===== config.mk =====
export PLATFORM = sky130hd
export DESIGN_NAME = mfu_decider
export DESIGN_NICKNAME = d
export VERILOG_FILES = /design/src/rtl/mfu_pkg.sv /design/src/rtl/mfu_slot_rule.sv /design/src/rtl/mfu_sum.sv /design/src/rtl/mfu_decider.sv
export SDC_FILE = /design/constraint.sdc
export NUM_CORES = 1
export LEC_CHECK = 0
export BUFFER_PORTS_ARGS = -buffer_cell sky130_fd_sc_hd__buf_2
export CORE_ASPECT_RATIO = 1.2
export CORE_MARGIN = 2
export CORE_UTILIZATION = 46
export DETAILED_ROUTE_END_ITERATION = 8
export MAX_ROUTING_LAYER = met4
export PLACE_DENSITY = 0.92
export SYNTH_ARGS = -nofsm -noshare
export SYNTH_HDL_FRONTEND = slang
export SYNTH_HIERARCHICAL = 1
export SYNTH_SLANG_ARGS = --single-unit

===== constraint.sdc =====
create_clock -name clk -period 9.36 [get_ports clk]
set_clock_uncertainty 0.2 [all_clocks]
set_input_delay 1.872 -clock clk [delete_from_list [all_inputs] [get_ports clk]]
set_output_delay 1.872 -clock clk [all_outputs]
set_load 0.01 [all_outputs]

===== src/rtl/mfu_pkg.sv =====
package mfu_pkg;
    typedef enum logic [1:0] {
        AM_BASE = 2'd0,
        AM_IDX  = 2'd1,
        AM_RIP  = 2'd2,
        AM_RSVD = 2'd3
    } amode_e;

    localparam int CNT_W = 2;
endpackage


===== src/rtl/mfu_slot_rule.sv =====
module mfu_slot_rule
    import mfu_pkg::*;
(
    input  logic             valid,
    input  logic             mem,
    input  logic [1:0]       mode,
    input  logic             imm,
    input  logic             rmw,
    input  logic             brfused,
    output logic [CNT_W-1:0] fused,
    output logic [CNT_W-1:0] unfused,
    output logic             split,
    output logic [CNT_W-1:0] insts
);
    amode_e am;
    logic   keep;

    always_comb begin
        am = amode_e'(mode);
        unique case (am)
            AM_IDX:  keep = rmw;
            AM_RIP:  keep = !imm;
            default: keep = 1'b1;
        endcase
    end

    always_comb begin
        fused   = '0;
        unfused = '0;
        split   = 1'b0;
        insts   = '0;
        if (valid) begin
            insts = brfused ? CNT_W'(2) : CNT_W'(1);
            if (!mem) begin
                fused   = CNT_W'(1);
                unfused = CNT_W'(1);
            end else begin
                fused   = keep ? CNT_W'(1) : CNT_W'(2);
                unfused = CNT_W'(2);
                split   = !keep;
            end
        end
    end
endmodule


===== src/rtl/mfu_sum.sv =====
module mfu_sum #(
    parameter int N     = 4,
    parameter int IN_W  = 2,
    parameter int OUT_W = 4
) (
    input  logic [N*IN_W-1:0] vec,
    output logic [OUT_W-1:0]  total
);
    always_comb begin
        total = '0;
        for (int i = 0; i < N; i++) begin
            total = total + OUT_W'(vec[i*IN_W +: IN_W]);
        end
    end
endmodule


===== src/rtl/mfu_decider.sv =====
module mfu_decider
    import mfu_pkg::*;
#(
    parameter int NUM_SLOTS = 4,
    localparam int SUM_W = $clog2(2*NUM_SLOTS + 1)
) (
    input  logic                     clk,
    input  logic                     rst_n,
    input  logic [NUM_SLOTS-1:0]     slot_valid,
    input  logic [NUM_SLOTS-1:0]     slot_mem,
    input  logic [2*NUM_SLOTS-1:0]   slot_mode,
    input  logic [NUM_SLOTS-1:0]     slot_imm,
    input  logic [NUM_SLOTS-1:0]     slot_rmw,
    input  logic [NUM_SLOTS-1:0]     slot_brfused,
    output logic [2*NUM_SLOTS-1:0]   slot_fused,
    output logic [2*NUM_SLOTS-1:0]   slot_unfused,
    output logic [NUM_SLOTS-1:0]     slot_split,
    output logic [SUM_W-1:0]         sum_fused_q,
    output logic [SUM_W-1:0]         sum_unfused_q,
    output logic [SUM_W-1:0]         sum_insts_q
);
    typedef struct packed {
        logic [SUM_W-1:0] fused;
        logic [SUM_W-1:0] unfused;
        logic [SUM_W-1:0] insts;
    } totals_t;

    logic [CNT_W*NUM_SLOTS-1:0] insts_vec;
    logic [SUM_W-1:0]           tot_fused, tot_unfused, tot_insts;
    totals_t                    tot_d, tot_q;

    for (genvar g = 0; g < NUM_SLOTS; g++) begin : g_slot
        mfu_slot_rule u_rule (
            .valid   (slot_valid[g]),
            .mem     (slot_mem[g]),
            .mode    (slot_mode[2*g +: 2]),
            .imm     (slot_imm[g]),
            .rmw     (slot_rmw[g]),
            .brfused (slot_brfused[g]),
            .fused   (slot_fused[CNT_W*g +: CNT_W]),
            .unfused (slot_unfused[CNT_W*g +: CNT_W]),
            .split   (slot_split[g]),
            .insts   (insts_vec[CNT_W*g +: CNT_W])
        );
    end

    mfu_sum #(.N(NUM_SLOTS), .IN_W(CNT_W), .OUT_W(SUM_W)) u_sum_fused (
        .vec(slot_fused), .total(tot_fused)
    );
    mfu_sum #(.N(NUM_SLOTS), .IN_W(CNT_W), .OUT_W(SUM_W)) u_sum_unfused (
        .vec(slot_unfused), .total(tot_unfused)
    );
    mfu_sum #(.N(NUM_SLOTS), .IN_W(CNT_W), .OUT_W(SUM_W)) u_sum_insts (
        .vec(insts_vec), .total(tot_insts)
    );

    always_comb begin
        tot_d = tot_q;
        if (!rst_n) begin
            tot_d = '0;
        end else begin
            tot_d.fused   = tot_fused;
            tot_d.unfused = tot_unfused;
            tot_d.insts   = tot_insts;
        end
    end

    always_ff @(posedge clk) begin
        tot_q <= tot_d;
    end

    assign sum_fused_q   = tot_q.fused;
    assign sum_unfused_q = tot_q.unfused;
    assign sum_insts_q   = tot_q.insts;
endmodule


# Word level (Yosys, flattened, before mapping)
# Cells that the tools add are included.
dict set report word_totals {
  register_bits 12
  input_bits 30
  output_inout_bits 32
}
dict set report op_classes {
  addsub 9
  n_eq_ne 8
  muxes 40
  n_reduce_logical 8
}
# op n
set op_table {}
lappend op_table {{two-way mux 2 bit} 28}
lappend op_table {{adder 4 x 2 -> 4 bit} 6}
lappend op_table {{adder 2 x 2 -> 3 bit} 3}
lappend op_table {{== test 2 x 1 -> 1 bit, second input constant} 4}
lappend op_table {{== test 2 bit, second input constant} 4}
lappend op_table {{zero test 1 bit} 8}
lappend op_table {{two-way mux 1 bit} 8}
lappend op_table {{one-hot mux 1 bit (2 select lines)} 4}

# Depth between registers and ports, before layout
dict set report logic_depth {
  depth_word 8
  mapped_depth 10
  mapped_depth_nobuf 9
}

# Modules after synthesis
# The synthesis kept the hierarchy.
# mod n_inst cells_per_inst area_each_um2
set by_module_without_submodules {}
lappend by_module_without_submodules {mfu_slot_rule 4 15 96.3}
lappend by_module_without_submodules {mfu_decider 1 25 336.6}
lappend by_module_without_submodules {mfu_sum 3 6 105.1}

# Worst setup path after synthesis
# No wires, ideal clock.
dict set report synth_path {
  path_kind {in2out}
  start {input slot_mode[0]}
  end {output slot_fused[1]}
  arrival_time_ns 2.757
  t_required_ns 7.288
  setup_slack_ns 4.531
  cell_stages 5
  path_cell_list {inv_1 > ha_1 > and2b_1 > and4_1 > buf_4}
}
dict set report synth_between {
  elab_chain_cells 5
  word_cells_on_any_way 6
  classes_between {2 x eq/ne; 4 x mux}
}
# item line_no
set synth_rtl {}
lappend synth_rtl {{start, declared} mfu_decider.sv:11} ;# input logic [2*NUM_SLOTS-1:0] slot_mode,
lappend synth_rtl {{== test 2 bit or == test 2 x 1 -> 1 bit (tied branches)} mfu_slot_rule.sv:20} ;# unique case (am)
lappend synth_rtl {{one-hot mux 1 bit (2 select lines) (*)} mfu_slot_rule.sv:20}
lappend synth_rtl {{two-way mux 2 bit (*)} mfu_slot_rule.sv:38} ;# fused = keep ? CNT_W'(1) : CNT_W'(2);
lappend synth_rtl {{two-way mux 2 bit (*)} mfu_slot_rule.sv:34} ;# if (!mem) begin
lappend synth_rtl {{two-way mux 2 bit (*)} mfu_slot_rule.sv:32} ;# if (valid) begin
lappend synth_rtl {{end, declared} mfu_decider.sv:15} ;# output logic [2*NUM_SLOTS-1:0] slot_fused,
# Mark *: on every way between the ends. The rest lies on a longest branch, timed or not.

# Worst setup path in the final report
dict set report layout_path {
  start {input slot_mode[0]}
  end {output slot_fused[0]}
}
# Same word-level chain as after synthesis.

==> results_dict.tcl <==
set metrics [dict create \
    synth-xor-area-share_pct 0 \
    synth_top_area_share_pct 23.2 \
    outcome "complete, no violations" \
    power_leakage_nw 0.815 \
    final_critical_path_setup_slack_ns 4.36 \
    place_worst_setup_slack_ns 4.36 \
    synth.avg_cell_area_um2 10.1 \
    drt-wirelength-per-cell_um 11.8 \
    leading_cell_types_by_count_after_synthesis "sky130_fd_sc_hd__ha_1, sky130_fd_sc_hd__and2_1, sky130_fd_sc_hd__dfxtp_1, sky130_fd_sc_hd__fa_1, sky130_fd_sc_hd__inv_1" \
    cpLargestDelayFamily "buffers and inverters" \
    setup_violations 0 \
    wire_length_of_the_first_global_routing_pass_um 3840 \
    clkSinkCount 12 \
    element_type_at_the_critical_path_end "primary output" \
    yosysWarnings 6 \
    path_buf_inv 3 \
    number_of_synthesized_flops_with_an_enable_pin 0 \
    cp_slowest_stage_delay_ns 0.28 \
    antenna_violations_before_repair 0 \
    post-synth-top-count-cell "sky130_fd_sc_hd__ha_1" \
    period_minus_slack_ns 5.00 \
    fillerInstances 181 \
    vias 875 \
    num-nets-final 220 \
    distinct_cells_synth 14 \
    floorplan.die.width_um 47.4 \
    cts.reportedPaths.clkPinSlew_ns 0.07 \
    critPathCapture "slot_fused[0]" \
    synthMuxAreaShare_pct 0 \
    clock.fmax_mhz 200 \
    power.density_mw_per_mm2 116 \
    clock_tree.root_cell "sky130_fd_sc_hd__clkbuf_4" \
    hold_path_class "in2reg" \
    post_cts_resize_count 0 \
    required_ns 7.29 \
    ant_nets 0 \
    drt-pass1-iter-count 4 \
    asyncSetResetFlopFracSynth_pct 0 \
    critPathLaunchType "input port" \
    drc 0 \
    syn_area_mm2 0.00104 \
    critical_path.most_common_cell "sky130_fd_sc_hd__buf_2" \
    finalWeightedCongestion 0.859 \
    synth_fa_ha_area_share_pct 40.0 \
    global_routing_usage_summed_across_all_routing_layers_pct 20.2 \
    vias_in_the_first_global_route 947 \
    cts_inserted_buffers 3 \
    port-buffer-count 61 \
    wl_um 2270 \
    synth-compound-area-share_pct 2.41 \
    timing_worst_slew_pin_value_ns 0.312 \
    worst_ir_drop_vdd_mv 0.0586 \
    period_share_pct 53.4 \
    h-tree-depth 1 \
    core_area_mm2 0.00209 \
    timing_worst_setup_path_type "in2out" \
    io_pins 62 \
    max-slew-margin-rel_pct 79.1 \
    dieArea_mm2 0.00265 \
    die_h_um 56.0 \
    grt_setup_unrepaired "no" \
    mappedNetlistNets 159 \
    ys_seq_elements 12 \
    synthesis.instances 103 \
    setup-tns-final_ns 0 \
    synthSimpleGateAreaFrac_pct 26.1 \
    cp_num_cells 6 \
    synth-seq-area-share_pct 23.2 \
    finalHoldViolCount 0 \
    drv_slew 0 \
    crit_arrival_ns 2.92 \
    worstPathCellList "buf_2 > inv_1 > ha_1 > and2b_1 > a31oi_1 > buf_2" \
    synth_top_family_by_area "adder cells" \
    max_cap_violations 0 \
    grt_start_max_net_pins 13 \
    cts_tree "built" \
    synthTopCellsByArea "sky130_fd_sc_hd__dfxtp_1, sky130_fd_sc_hd__fa_1, sky130_fd_sc_hd__ha_1" \
    holdBufCountCts 0 \
    clk_path_buf_depth 2 \
    area_growth_syn_to_layout_pct 32.6 \
    path_max_fanout 2 \
    postCtsSetupRepairBufs 0 \
    diodes 0 \
    setup.worst_path.start "slot_mode[0]" \
    drive_above_1_share_pct 44.8 \
    dpl.hpwl_um 2080 \
    max_stage_delay_cell_worst_path "sky130_fd_sc_hd__a31oi_1" \
    floorplan.initialDensity_pct 49.5 \
    overflow 0 \
    synth_ff_type "sky130_fd_sc_hd__dfxtp_1" \
    initialDrtViolationCount 10 \
    num_rows 18 \
    post-synth-top-area-cell "sky130_fd_sc_hd__dfxtp_1" \
    routed_via_density 4.53 \
]
-- cell families (layout without fill, tap and decap cells) --
kind of cell | count (synthesis) | after routing
buffers and inverters | 17 | 77
adder cells (fa/ha/maj) | 26 | 26
flip-flops | 12 | 12
AO/OA/AOI/OAI | 4 | 4
AND/OR/NAND/NOR | 44 | 44
-- flip-flops by register name, summed over array words and instances, names as in the netlist --
name and cells:
sum_fused_q 4, sum_unfused_q 4, sum_insts_q 4
-- report_power, final --
| group | total [mW] | leakage (nW) | switching (mW) | internal [mW] |
|---|---|---|---|---|
| Combinational | 0.0608 | 0.695 | 0.0312 | 0.0296 |
| Clock | 0.0391 | 0.0210 | 0.0155 | 0.0236 |
| Sequential | 0.0590 | 0.0989 | 0.00122 | 0.0578 |
-- layout by cell type, fill, tap and decap left out --
cell type                  instances
sky130_fd_sc_hd__and2_2            8
sky130_fd_sc_hd__nand2b_1          4
sky130_fd_sc_hd__nor2_1            8
sky130_fd_sc_hd__clkbuf_8          1
sky130_fd_sc_hd__nand2_1           4
sky130_fd_sc_hd__and2b_1           4
sky130_fd_sc_hd__ha_1             14
sky130_fd_sc_hd__clkbuf_4          3
sky130_fd_sc_hd__and2_1           12
sky130_fd_sc_hd__inv_1            12
sky130_fd_sc_hd__a31oi_1           4
sky130_fd_sc_hd__buf_2            61
sky130_fd_sc_hd__dfxtp_1          12
sky130_fd_sc_hd__and4_1            4
sky130_fd_sc_hd__fa_1             12
-- per-layer routing --
metal	track usage (%)	up-vias	part of all wire, %
li1	-	442	-
met4	9.52	0	1.9
met1	22.4	385	37
met5	-	-	0
met3	2.60	6	6.8
met2	33.6	42	54
-- stage by stage --
step,hold slack [ns],std cells,total power [mW],util [%],area [um2]
CTS,1.73,193,0.161,65.7,1380
global route,1.74,193,0.174,65.7,1380
detailed placement,2.01,189,0.121,63.9,1340
floorplan,1.81,103,0.0965,-,1040
finish,1.73,193,0.159,65.7,1380
global placement,2.00,189,0.117,63.9,1340
-- worst min-delay path by stage --
stage,end,cells past startpoint,slack (ns),startpoint
after floorplan,sum_fused_q[1],1,1.81,rst_n
after global placement,sum_unfused_q[2],2,2.00,rst_n
after detailed placement,sum_unfused_q[0],2,2.01,rst_n
after CTS,sum_unfused_q[0],2,1.73,rst_n
after global routing,sum_unfused_q[0],2,1.74,rst_n
final,sum_unfused_q[2],2,1.73,rst_n
-- layout make-up --
type                            instances  area, um2  area share [%]
Inverter                               12       45.0            3.28
Timing Repair Buffer                   61        305            22.2
Multi-Input combinational cell         74        711            51.7
Sequential cell                        12        240            17.5
Clock buffer                            4       36.3            2.64
Tap cell                               30       37.5            2.73
(Power assumes the default switching activity.)
